**src/rtl/xchk_pkg.sv**
```systemverilog
`timescale 1ns/1ps
package xchk_pkg;
  localparam int NUM_RULES    = 6;
  localparam int RULE_WAIT    = 0;
  localparam int RULE_ERR     = 1;
  localparam int RULE_CLEAN   = 2;
  localparam int RULE_CAPTURE = 3;
  localparam int RULE_GAP     = 4;
  localparam int RULE_HANG    = 5;
endpackage

```
**src/rtl/xchk_beat.sv**
```systemverilog
`timescale 1ns/1ps
// single-cycle response-mapping rules
module xchk_beat (
  input  logic in_access_i,
  input  logic hready_out_i,
  input  logic hresp_err_i,
  input  logic pready_i,
  input  logic pslverr_i,
  output logic wait_o,
  output logic err_o,
  output logic clean_o
);
  logic done;
  assign done    = in_access_i && pready_i;
  assign wait_o  = in_access_i && !pready_i && hready_out_i;
  assign err_o   = done && pslverr_i && !hresp_err_i;
  assign clean_o = done && !pslverr_i && hresp_err_i;
endmodule

```
**src/rtl/xchk_seq.sv**
```systemverilog
`timescale 1ns/1ps
// cycle-to-cycle rules: request stability and setup gap
module xchk_seq #(
  parameter int AW = 32
) (
  input  logic          clk_i,
  input  logic          rst_ni,
  input  logic          psel_i,
  input  logic          penable_i,
  input  logic          pready_i,
  input  logic [AW-1:0] paddr_i,
  input  logic          pwrite_i,
  output logic          capture_o,
  output logic          gap_o
);
  logic          armed_q, busy_q, wr_q;
  logic [AW-1:0] addr_q;
  logic          busy_d;

  assign busy_d = psel_i && !(penable_i && pready_i);

  always_ff @(posedge clk_i or negedge rst_ni) begin
    if (!rst_ni) begin
      armed_q <= 1'b0;
      busy_q  <= 1'b0;
      addr_q  <= '0;
      wr_q    <= 1'b0;
    end else begin
      armed_q <= 1'b1;
      busy_q  <= busy_d;
      addr_q  <= paddr_i;
      wr_q    <= pwrite_i;
    end
  end

  assign capture_o = armed_q && busy_q && ((paddr_i != addr_q) || (pwrite_i != wr_q));
  assign gap_o     = armed_q && psel_i && !busy_q && penable_i;
endmodule

```
**src/rtl/xchk_watchdog.sv**
```systemverilog
`timescale 1ns/1ps
// bounded completion of the ACCESS phase
module xchk_watchdog #(
  parameter int MAX_WAIT = 16
) (
  input  logic clk_i,
  input  logic rst_ni,
  input  logic in_access_i,
  input  logic pready_i,
  input  logic hready_out_i,
  output logic hang_o
);
  localparam int CW = $clog2(MAX_WAIT + 1);
  localparam logic [CW-1:0] LAST = CW'(MAX_WAIT - 1);

  logic [CW-1:0] cnt_q;
  logic          stall;

  assign stall  = in_access_i && !(pready_i && hready_out_i);
  assign hang_o = stall && (cnt_q == LAST);

  always_ff @(posedge clk_i or negedge rst_ni) begin
    if (!rst_ni)            cnt_q <= '0;
    else if (!stall)        cnt_q <= '0;
    else if (cnt_q != LAST) cnt_q <= cnt_q + 1'b1;
  end
endmodule

```
**src/rtl/bridge_xchk.sv**
```systemverilog
`timescale 1ns/1ps
module bridge_xchk
  import xchk_pkg::*;
#(
  parameter int AW       = 32,
  parameter int MAX_WAIT = 16
) (
  input  logic                 clk_i,
  input  logic                 rst_ni,
  input  logic                 clr_i,
  input  logic                 in_access_i,
  input  logic                 hready_out_i,
  input  logic                 hresp_err_i,
  input  logic                 psel_i,
  input  logic                 penable_i,
  input  logic                 pready_i,
  input  logic                 pslverr_i,
  input  logic [AW-1:0]        paddr_i,
  input  logic                 pwrite_i,
  output logic [NUM_RULES-1:0] flags_o,
  output logic                 any_o
);
  logic [NUM_RULES-1:0] viol;

  xchk_beat u_beat (
    .in_access_i (in_access_i),
    .hready_out_i(hready_out_i),
    .hresp_err_i (hresp_err_i),
    .pready_i    (pready_i),
    .pslverr_i   (pslverr_i),
    .wait_o      (viol[RULE_WAIT]),
    .err_o       (viol[RULE_ERR]),
    .clean_o     (viol[RULE_CLEAN])
  );

  xchk_seq #(.AW(AW)) u_seq (
    .clk_i    (clk_i),
    .rst_ni   (rst_ni),
    .psel_i   (psel_i),
    .penable_i(penable_i),
    .pready_i (pready_i),
    .paddr_i  (paddr_i),
    .pwrite_i (pwrite_i),
    .capture_o(viol[RULE_CAPTURE]),
    .gap_o    (viol[RULE_GAP])
  );

  xchk_watchdog #(.MAX_WAIT(MAX_WAIT)) u_wdog (
    .clk_i       (clk_i),
    .rst_ni      (rst_ni),
    .in_access_i (in_access_i),
    .pready_i    (pready_i),
    .hready_out_i(hready_out_i),
    .hang_o      (viol[RULE_HANG])
  );

  // sticky bank, clear wins over a same-cycle set
  for (genvar i = 0; i < NUM_RULES; i++) begin : g_flag
    always_ff @(posedge clk_i or negedge rst_ni) begin
      if (!rst_ni)      flags_o[i] <= 1'b0;
      else if (clr_i)   flags_o[i] <= 1'b0;
      else if (viol[i]) flags_o[i] <= 1'b1;
    end
  end

  assign any_o = |flags_o;
endmodule

```
**config.mk**
```make
export PLATFORM = sky130hd
export DESIGN_NAME = bridge_xchk
export DESIGN_NICKNAME = d
export VERILOG_FILES = /design/src/rtl/xchk_pkg.sv /design/src/rtl/xchk_beat.sv /design/src/rtl/xchk_seq.sv /design/src/rtl/xchk_watchdog.sv /design/src/rtl/bridge_xchk.sv
export SDC_FILE = /design/constraint.sdc
export NUM_CORES = 1
export LEC_CHECK = 0
export BUFFER_PORTS_ARGS = -buffer_cell sky130_fd_sc_hd__buf_2
export CAP_MARGIN = 10
export CORE_ASPECT_RATIO = 1.5
export CORE_MARGIN = 2
export CORE_UTILIZATION = 50
export DETAILED_ROUTE_END_ITERATION = 12
export PLACE_DENSITY = 0.88
export SLEW_MARGIN = 20
export SYNTH_ARGS = -nofsm -noshare
export SYNTH_HDL_FRONTEND = slang
export SYNTH_SLANG_ARGS = --single-unit
```
**constraint.sdc**
```tcl
create_clock -name clk_i -period 2.1 [get_ports clk_i]
set_input_delay 0.21 -clock clk_i [delete_from_list [all_inputs] [get_ports clk_i]]
set_output_delay 0.21 -clock clk_i [all_outputs]
set_load 0.01 [all_outputs]
```
Word-level counts from Yosys, hierarchy flattened:

Index checks and enable logic that the tools add are counted.

* register bits after elaboration: 46
* word-level logic and storage cells: 62
* ROM bits: 0
* bits in writable memories: 0
* bits of input ports: 43
* output and inout bits: 7
* bits in latches: 0
* memories: 0

* shifts and indexed selects: 0
* multipliers: 0
* bitwise gates (word level): 0
* $add $sub $neg: 1
* reduce and logical (&&, ||, !) cells: 31
* muxes and demuxes: 14
* divide/modulo/power cells: 0
* equality and inequality tests: 5
* order comparisons: 0

Operators with widths (number)
* 32-bit inequality test: 1
* 1-bit logical AND: 17
* 1-bit two-way mux: 12
* 2-bit nonzero test: 6
* 5-bit two-way mux: 2
* 1-bit logical NOT: 6
* 6-bit OR reduction: 1
* 5-bit by 1-bit adder with 5-bit output, second input constant: 1
* 5-bit by 4-bit == test with 1-bit output, second input constant: 1
* 5-bit by 4-bit inequality test with 1-bit output, second input constant: 1
* 2-bit inequality test, second input constant: 1
* 1-bit logical OR: 1
* 1-bit inequality test: 1

Depth between registers and ports, before layout:

Gate-level depths: netlist (run 1).

* word-level depth: 6
* depth in mapped cells: 7
* mapped depth without buffers: 6

Modules after synthesis:

A second synthesis (run 1) with hierarchy kept.

* cells, all modules: 134
* area, all modules: 1780.5 µm²

Modules (own cells, without submodules)
* xchk_seq: instances 1, cells each 84, area each 1261.2 µm²
* xchk_watchdog: instances 1, cells each 26, area each 281.5 µm²
* bridge_xchk: instances 1, cells each 21, area each 209.0 µm²
* xchk_beat: instances 1, cells each 3, area each 28.8 µm²

Least setup slack after synthesis (run 1):

OpenSTA, ideal clock, no wires.

* kind: reg2reg
* from: register u_wdog.cnt_q[0]
* to: register u_wdog.cnt_q[3]
* setup slack: 599 ps
* cell stages (with the launch flop): 8
* period minus slack after synthesis: 1501 ps
* buffers on the path: 1
* data arrival time: 1380 ps
* path through: dfrtp_1 > ha_1 > and3_1 > ha_1 > buf_2 > nand4b_1 > xor2_1 > nor2_1

* cells in the longest elaborated chain, start to end: 3
* elaborated cells between the ends (all ways): 5

Ends and longest elaborated chain
* start: declaration: line xchk_watchdog.sv:16 `logic [CW-1:0] cnt_q;`
* start signal: assignment: line xchk_watchdog.sv:25 `else if (cnt_q != LAST) cnt_q <= cnt_q + 1'b1;`
* 5-bit by 1-bit adder with 5-bit output: line xchk_watchdog.sv:25
* 5-bit two-way mux: line xchk_watchdog.sv:25
* 5-bit two-way mux: line xchk_watchdog.sv:24 `else if (!stall) cnt_q <= '0;`

Parallel ways exist; a longest one is shown, timed or not. The select of a mux whose other input is x is not followed.
A chain may end at the register's enable or synchronous reset.

Worst setup path after layout (run 1):

Ends and elaborated chain as after synthesis.

==> impl_metrics.yaml, run 1 <==
cts:
  cts-resized-gates: 0
  cts_root_buf: "clkbuf_8"
  clkLatencyLatePin_ps: 290
  path_clk_slew_ps: 80
  hold_buffers: 0
  post-cts-setup-buffers: 0
  htree_levels: 2
  cts_buffers: 5
  tritoncts: "done"
  cts.sinks: 46
  cts_buffer_depth: 2
global_route:
  overflow: 0
  grt_max_degree: 47
  track_usage_pct: 16.5
  antenna_found_initial: 0
  grt_pass1_vias: 1227
  grt_pass1_wl_mm: 4.84
setup_path:
  crit_top_cell: "ha_1"
  rrSetupSlack_ps: 540
  required_ps: 2320
  startpoint: "u_wdog.cnt_q[0]"
  r2r_start: "u_wdog.cnt_q[0]"
  r2r_cells: 6
  cp.arrival_ps: 1780
  crit_chain: "ha_1 > and3_1 > ha_1 > nand4b_1 > xor2_1 > nor2_1"
  cp-start-kind: "flip-flop"
  endpoint: "u_wdog.cnt_q[3]"
  worst_path_max_delay_cell: "dfrtp_1"
  timing.rr.end: "u_wdog.cnt_q[3]"
  slowest_delay_ps: 410
  worstSetupPathType: "flip-flop to flip-flop"
  crit_path_end_kind: "flip-flop"
  worstPathMaxFanout: 7
layout:
  layout-drive-gt1-share_pct: 30.7
  n_fill_cell: 300
  finish.instance_area_um2: 2140
  syn2layout_area_growth_pct: 22.4
  nets: 233
  n_antenna_cell: 0
place:
  gp_congestion: 0.679
  hpwl_mm: 2.36
  placed_cell_area_um2: 2050
  numPortBuffers: 49
pwr:
  intPower_uw: 1280
  seqPwrFrac_pct: 57.5
  powerDensity_nw_per_um2: 772
  comb_power_share_pct: 10.4
  clkPwrFrac_pct: 32.2
  p_leak_uw: 0.00100
  power_switching_uw: 371
  switching_share_pct: 22.4
  vdd_drop_max_v: 0.000655
  finalPower_uw: 1650
floorplan:
  initial_core_util_pct: 51.7
  fp.dieW_um: 52.3
  core_um2: 3380
  die_area_um2: 3990
  num_io_pins: 50
  die_h_um: 76.4
  core.rowCount: 26
timing:
  report.final.setup_viol: 0
  rsz0062_at_grt: "no"
  final_max_slew_viol_count: 0
  setup-tns-final_ps: 0
  fin_crit_sh_pct: 74.2
  skew_ps: 2.77
  worst_pin_slew_ps: 552
  fin_hold_ws_ps: -13.9
  slew_headroom_pct: 63.2
  fmax_mhz: 642
  period_needed_ps: 1560
  hold_viol: 17
synthesis:
  yosys-top-cells-count: "46 x dfrtp_1, 33 x xnor2_1, 12 x nor2_1, 8 x nand4_1, 5 x inv_1"
  yosysTopAreaCell: "dfrtp_1"
  synth_edf_count: 0
  ys_types: 21
  yosys_register_bits: 46
  synth_most_common_cell: "dfrtp_1"
  synthTopCellsByArea: "dfrtp_1 66%, xnor2_1 17%, nand4_1 2.9%, nor2_1 2.6%, a41oi_1 1.5%"
  synth_fp_nets: 177
  synthArstFlopShare_pct: 100
  synth.top_cell.area_share_pct: 65.9
  syn_area_per_cell_um2: 13.2
  ys.flop_type: "dfrtp_1"
  ys_seq_area_share_pct: 65.9
  syn_area_um2: 1750
  yosysWarnings: 0
  syn-instance-count: 132
detailed_routing:
  vias: 1155
  routed_via_density: 5.00
  wl_mm: 2.95
  final_antenna_net_count: 0
  wire_per_inst_um: 12.7
  dr.pass1.iters: 4
  drc_errors: 0
  drtIter0Drc: 10
run_status:
  violations: "hold timing"
  status: "finished, violations left"
worst_hold_path:
  hp-class: "input port to async pin"
flow_run:
  maxCapViolations: 0
-- state kept, by name (all words and copies together), names as in the netlist --
| signal | flops |
|---|---|
| u_seq.addr_q | 32 |
| u_seq.wr_q | 1 |
| u_seq.busy_q | 1 |
| u_wdog.cnt_q | 5 |
| flags_o | 6 |
| u_seq.armed_q | 1 |
-- final cells by class --
type | count | area (um^2) | area share, %
inverters | 5 | 18.8 | 0.877
multi-input cells | 80 | 573 | 26.8
clock buffers | 7 | 86.3 | 4.04
repair buffers | 50 | 253 | 11.8
flip-flops and latches | 46 | 1150 | 53.8
clock inverters | 1 | 5.00 | 0.234
well taps | 42 | 52.6 | 2.46
-- power by group through the flow --
stage	Sequential [uW]	Clock, uW	Combinational, uW
after CTS	950	551	176
after floorplan	966	0	81.0
after global placement	965	0	170
after global routing	954	582	194
after detailed placement	968	0	176
final	950	531	171
-- placed cells by master, fill, tap and decap left out --
master    instances
a21oi_1           2
clkbuf_8          6
a41oi_1           3
dfrtp_1          46
inv_1             5
mux2i_1           1
nand4b_1          1
clkinv_2          1
nor2b_1           1
and3_1            1
clkbuf_1          1
nand2_1           3
buf_2            49
nor3_1            2
or2_2             1
nor2_1           12
xor2_1            3
nor4_1            2
a21boi_0          1
nand4_1           8
ha_1              2
conb_1            1
buf_4             1
a31oi_1           3
xnor2_1          33
-- metal layers --
metal | up-vias | part of all wire (%) | GRT usage (%)
li1 | 551 | - | -
met1 | 559 | 35 | 17.0
met4 | 0 | 1.7 | 6.92
met3 | 6 | 5.8 | 4.31
met5 | - | 0 | 0
met2 | 39 | 57 | 29.9
-- worst max-delay path, delay by kind of cell, from the launching register on --
kind,cells,cell delay (ps)
flops,1,410
fa+ha+maj,2,470
xor+xnor,1,150
simple gates,3,450
-- stage by stage --
| stage | std cells | worst slack (ps) | utilization [%] |
|---|---|---|---|
| 3_5_place_dp | 223 | 543 | 60.5 |
| 5_1_grt | 231 | 475 | 63.2 |
| 6_report | 231 | 542 | 63.2 |
| 3_3_place_gp | 223 | 595 | 60.5 |
| 2_1_floorplan | 132 | 599 | - |
| 4_1_cts | 231 | 527 | 63.2 |
-- worst min-delay path by stage --
stage / to / cells past startpoint / slack, ps
final: flags_o[5] / 2 / -10
after floorplan: flags_o[0] / 0 / -90
after global routing: flags_o[5] / 2 / 40
after CTS: flags_o[5] / 2 / 9
after global placement: u_wdog.cnt_q[2] / 2 / 320
after detailed placement: flags_o[5] / 2 / 330
-- cells by family after synthesis --
kind of cell | after synthesis | synth area share [%]
flip-flops | 46 | 65.9
AO/OA/AOI/OAI | 9 | 3.58
XOR/XNOR | 36 | 18.0
other | 1 | 0.215
multiplexers | 1 | 0.573
buffers and inverters | 6 | 1.36
AND/OR/NAND/NOR | 31 | 8.95
adder cells (fa/ha/maj) | 2 | 1.43
Note: power is estimated with default switching activity, not from simulation.
==> inputs of run 2 (changes only) <==
Clock period 2.1 ns to 1.5 ns, I/O delays scaled along.
==> impl_metrics.yaml, run 2 (synthesis results as in run 1) <==
layout:
  finish.instance_area_um2: 2520
  layout_commonest_cell: "buf_2"
  syn2layout_area_growth_pct: 44.2
  layout-drive-gt1-share_pct: 28.6
  n_fill_cell: 244
  top_regs: "u_seq.addr_q x32, flags_o x6, u_wdog.cnt_q x5"
  largest_register: "u_seq.addr_q"
  n_antenna_cell: 0
  most-common-layout-cells: "49 x buf_2, 46 x dfrtp_1, 34 x dlygate4sd3_1, 33 x xnor2_1, 12 x nor2_1"
  largest_register_ffs: 32
  nets: 271
cts:
  clkLatencyLatePin_ps: 290
  tritoncts: "done"
  cts_root_buf: "clkbuf_8"
  cts_buffers: 5
  htree_levels: 2
  cts.sinks: 46
  path_clk_slew_ps: 80
  cts_buffer_depth: 2
setup_path:
  worstPathMaxFanout: 4
  cp.arrival_ps: 1600
  required_ps: 1690
  crit_path_end_kind: "flip-flop"
  cp-start-kind: "flip-flop"
  worstSetupPathType: "flip-flop to flip-flop"
flow_run:
  maxCapViolations: 0
floorplan:
  die_h_um: 76.4
  die_area_um2: 3990
  fp.dieW_um: 52.3
  core.rowCount: 26
  core_um2: 3380
  initial_core_util_pct: 51.7
  num_io_pins: 50
timing:
  fin_hold_ws_ps: 55.1
  fin_ws_ps: 84.9
  worst_pin_slew_ps: 564
  skew_ps: 4.93
  report.final.setup_viol: 0
  period_needed_ps: 1420
  rsz0062_at_grt: "no"
  fin_crit_sh_pct: 94.3
  hold_viol: 0
  final_max_slew_viol_count: 0
  setup-tns-final_ps: 0
  slew_headroom_pct: 62.4
  fmax_mhz: 707
place:
  hpwl_mm: 2.40
  numPortBuffers: 49
  pre_cts_ws_ps: 40.8
  placed_cell_area_um2: 2070
  gp_congestion: 0.730
run_status:
  status: "finished clean"
pwr:
  switching_share_pct: 23.0
  finalPower_uw: 2420
  p_leak_uw: 0.00116
  powerDensity_nw_per_um2: 958
  clkPwrFrac_pct: 31.4
  power_switching_uw: 556
  vdd_drop_max_v: 0.00101
  intPower_uw: 1860
  comb_power_share_pct: 13.6
  seqPwrFrac_pct: 55.1
detailed_routing:
  final_antenna_net_count: 0
  vias: 1312
  wl_mm: 3.81
  wire_per_inst_um: 14.2
  dr.pass1.iters: 4
  drtIter0Drc: 25
  routed_via_density: 4.88
  drc_errors: 0
global_route:
  grt_max_degree: 47
  grt_pass1_vias: 1467
  overflow: 0
  grt_pass1_wl_mm: 6.40
  antenna_found_initial: 0
  track_usage_pct: 22.0
worst_hold_path:
  hp-class: "input port to flip-flop"
[run 2: timing repair]
item,CTS,global route
resized for setup,0,2
hold buffers,33,1
setup endpoints to repair,0,3
setup buffers,0,2
endpoints found under the hold margin,78,1
[run 2: cell type report]
cell class                      instances  area, um^2  area share [%]
Clock inverter                          1        5.00           0.199
Multi-Input combinational cell         80         584            23.2
Clock buffer                            7        86.3            3.42
Inverter                                5        18.8           0.744
Tap cell                               42        52.6            2.08
Sequential cell                        46        1150            45.7
Timing Repair Buffer                   88         623            24.7
[run 2: final timing paths]
path / slack, ps / cells after the start / start / endpoint
setup / recovery: 80 / 6 / u_wdog.cnt_q[0] / u_wdog.cnt_q[3]
hold / removal: 60 / 2 / penable_i / u_seq.busy_q
setup reg to reg: 80 / 6 / u_wdog.cnt_q[0] / u_wdog.cnt_q[3]
hold reg to reg: 520 / 2 / flags_o[0] / flags_o[0]
max in group asynchronous: 640 / 3 / rst_ni / u_seq.addr_q[0]
min in group asynchronous: 470 / 3 / rst_ni / flags_o[1]
[run 2: layer usage]
layer / vias up / track usage (%) / wire (um)
li1: 624 / - / -
met3: 9 / 5.88 / 184
met1: 638 / 22.9 / 1390
met4: 0 / 8.72 / 82
met2: 41 / 40.0 / 2150
met5: - / 0 / 0
[run 2: worst max-delay path, stage by stage (launching register included)]
cell and delay, ps:
dfrtp_1 400, ha_2 190, and3_1 140, ha_2 190, nand4b_1 180, xor2_1 150, nor2_1 50
[run 2: through the flow]
stage,cells,utilization [%]
floorplan,132,-
global placement,225,61.1
detailed placement,225,61.1
CTS,266,73.5
global route,269,74.5
finish,269,74.5
[run 2: power groups by stage]
stage                     Clock (uW)  Sequential, uW  Combinational (uW)
final                            758            1330                 328
after global routing             822            1340                 364
after CTS                        774            1330                 318
after detailed placement           0            1350                 251
after global placement             0            1350                 241
after floorplan                    0            1350                 114
==> inputs of run 3 (changes only) <==
Settings changed: GPL_ROUTABILITY_DRIVEN set to 1, SYNTH_HIERARCHICAL set to 1.
==> impl_metrics.yaml, run 3 <==
floorplan:
  fp.dieW_um: 52.7
  initial_core_util_pct: 52.1
  core_um2: 3420
  num_io_pins: 50
  die_h_um: 77.1
  core.rowCount: 26
  die_area_um2: 4060
timing:
  skew_ps: 1.53
  hold_viol: 0
  setup-tns-final_ps: -29.4
  period_needed_ps: 1530
  fin_crit_sh_pct: 102
  fmax_mhz: 654
  fin_ws_ps: -29.4
  final_max_slew_viol_count: 0
  report.final.setup_viol: 1
synthesis:
  synth_most_common_cell: "dfrtp_1"
  syn-instance-count: 134
  synth.top_cell.area_share_pct: 64.7
  synthTopCellsByArea: "dfrtp_1 65%, xnor2_1 15%, nor2_1 4.0%, nand4_1 2.5%, xor2_1 2.5%"
  yosys-top-cells-count: "46 x dfrtp_1, 31 x xnor2_1, 19 x nor2_1, 7 x nand4_1"
  ys_types: 21
  yosysTopAreaCell: "dfrtp_1"
  synth_edf_count: 0
  ys_seq_area_share_pct: 64.7
  syn_area_per_cell_um2: 13.3
  syn_area_um2: 1780
  yosys_register_bits: 46
  synthArstFlopShare_pct: 100
  ys.flop_type: "dfrtp_1"
  yosysWarnings: 6
  synth_fp_nets: 179
global_route:
  grt_pass1_vias: 1480
  antenna_found_initial: 0
  grt_max_degree: 47
  track_usage_pct: 22.1
  overflow: 0
  grt_pass1_wl_mm: 6.47
cts:
  htree_levels: 2
  tritoncts: "done"
  path_clk_slew_ps: 80
  clkLatencyLatePin_ps: 290
  cts_root_buf: "clkbuf_8"
  cts_buffers: 5
  cts_buffer_depth: 2
  cts.sinks: 46
worst_hold_path:
  hold_path_end: "u_seq/busy_q"
  holdPathStages: 2
  hp-class: "input port to flip-flop"
  min_from: "penable_i"
pwr:
  comb_power_share_pct: 13.8
  switching_share_pct: 22.2
  seqPwrFrac_pct: 52.0
  finalPower_uw: 2570
  power_switching_uw: 570
  clkPwrFrac_pct: 34.3
  powerDensity_nw_per_um2: 976
  vdd_drop_max_v: 0.000947
  intPower_uw: 2000
  p_leak_uw: 0.00125
layout:
  register_area_um2: 1150
  layout-drive-gt1-share_pct: 31.7
  n_antenna_cell: 0
  nets: 268
  largest_register: "u_seq/addr_q"
  top_regs: "u_seq/addr_q x32, flags_o x6, u_wdog/cnt_q x5"
  largest_register_ffs: 32
  fin_cells: 266
  most-common-layout-cells: "46 x dfrtp_1, 46 x buf_2, 34 x dlygate4sd3_1, 22 x xnor2_1, 19 x nor2_1"
  n_fill_cell: 230
  multi_input_area_um2: 714
  syn2layout_area_growth_pct: 47.9
setup_path:
  worstSetupPathType: "input port to flip-flop"
  cp.arrival_ps: 1710
  cp-start-kind: "input port"
  critical-path-top-delay-family: "buffers and inverters"
  crit_path_end_kind: "flip-flop"
  timing.rr.end: "flags_o[3]"
  r2r_start: "u_seq/addr_q[30]"
  worstPathMaxFanout: 2
  cp_num_buf_inv: 2
  crit_top_cell: "nor2_1"
  rrSetupSlack_ps: 30
  crit_chain: "dlygate4sd3_1 > buf_2 > xnor2_2 > nand4_1 > nor4_2 > a31oi_1 > nor2_1 > nor2_1"
  r2r_cells: 6
  slowest_delay_ps: 540
  required_ps: 1680
  cp.depth: 8
  worst_path_max_delay_cell: "dlygate4sd3_1"
place:
  numPortBuffers: 49
  gp_congestion: 0.690
  hpwl_mm: 2.47
  pre_cts_ws_ps: 78.4
  post-place-cells: 227
detailed_routing:
  dr.pass1.iters: 4
  wire_per_inst_um: 15.4
  wl_mm: 4.11
  routed_via_density: 4.94
  final_antenna_net_count: 0
  vias: 1314
  drtIter0Drc: 14
  drc_errors: 0
run_status:
  status: "finished, violations left"
  violations: "setup timing"
flow_run:
  maxCapViolations: 0
-- run 3: changes by cell type after synthesis, sizes merged, moves of 2 or more --
cell   previous run  this run
a31oi             3         1
xor2              3         5
nor2             12        19
and4b             0         3
inv               5         1
xnor2            33        31
nand2             3         5
a41oi             3         0
-- run 3: layout make-up --
type | count | share of cell area, %
multi-input combinational | 86 | 27.1
inverter | 1 | 0.143
tap | 42 | 2.00
clock buffer | 7 | 2.90
clock inverter | 1 | 1.14
timing repair buffer | 83 | 23.0
sequential | 46 | 43.7
-- run 3: worst max path at each step --
stage / slack (ps) / endpoint / from
finish: -30 / flags_o[3] / paddr_i[12]
global route: -30 / flags_o[3] / paddr_i[11]
CTS: 10 / flags_o[3] / paddr_i[24]
detailed placement: 80 / flags_o[3] / u_seq/addr_q[0]
global placement: 90 / flags_o[3] / u_seq/addr_q[17]
floorplan: -0.6 / u_wdog/cnt_q[3] / u_wdog/cnt_q[0]
-- run 3: repair_timing --
item / 4_1_cts / 5_1_grt
hold endpoints to repair: 79 / 0
endpoints found under the setup margin: 0 / 1
buffers inserted: 0 / 0
hold buffers: 34 / 0
gates resized for setup: 0 / 11
-- run 3: metal layers --
| metal | vias up | GRT usage (%) | share of wire, % |
|---|---|---|---|
| li1 | 619 | - | - |
| met1 | 651 | 21.5 | 35 |
| met2 | 37 | 41.8 | 60 |
| met3 | 7 | 6.23 | 4.0 |
| met4 | 0 | 7.69 | 1.3 |
| met5 | - | 0 | 0 |
-- run 3: power by group through the flow --
| stage | Combinational (uW) | Clock (uW) | Sequential, uW |
|---|---|---|---|
| 2_1_floorplan | 113 | 0 | 1350 |
| 3_3_place_gp | 253 | 0 | 1350 |
| 3_5_place_dp | 264 | 0 | 1350 |
| 4_1_cts | 332 | 904 | 1330 |
| 5_1_grt | 385 | 952 | 1340 |
| 6_report | 354 | 881 | 1340 |
-- run 3: logic make-up (layout without fill, tap and decap cells) --
kind of cell,after synthesis,after routing,synth area share (%)
simple gates,43,43,13.6
compound gates,3,3,1.05
flops,46,46,64.7
fa+ha+maj,2,2,1.41
xor+xnor,36,36,17.7
buf+inv,2,92,0.843
other cells,1,1,0.211
mux,1,1,0.562
-- run 3: metrics by stage --
step	hold slack (ps)	cell area [um^2]	util [%]
floorplan	-146	1800	-
global placement	147	2120	62.1
detailed placement	148	2120	62.1
CTS	42.9	2570	75.2
global route	43.5	2630	77.1
finish	49.1	2630	77.1
-- run 3: worst reg2reg max path, cell delays in order (launching register included) --
cell and delay, ps:
dfrtp_1 410, xnor2_2 180, nand4_1 140, nor4_2 310, a31oi_1 140, nor2_1 130
nor2_1 60
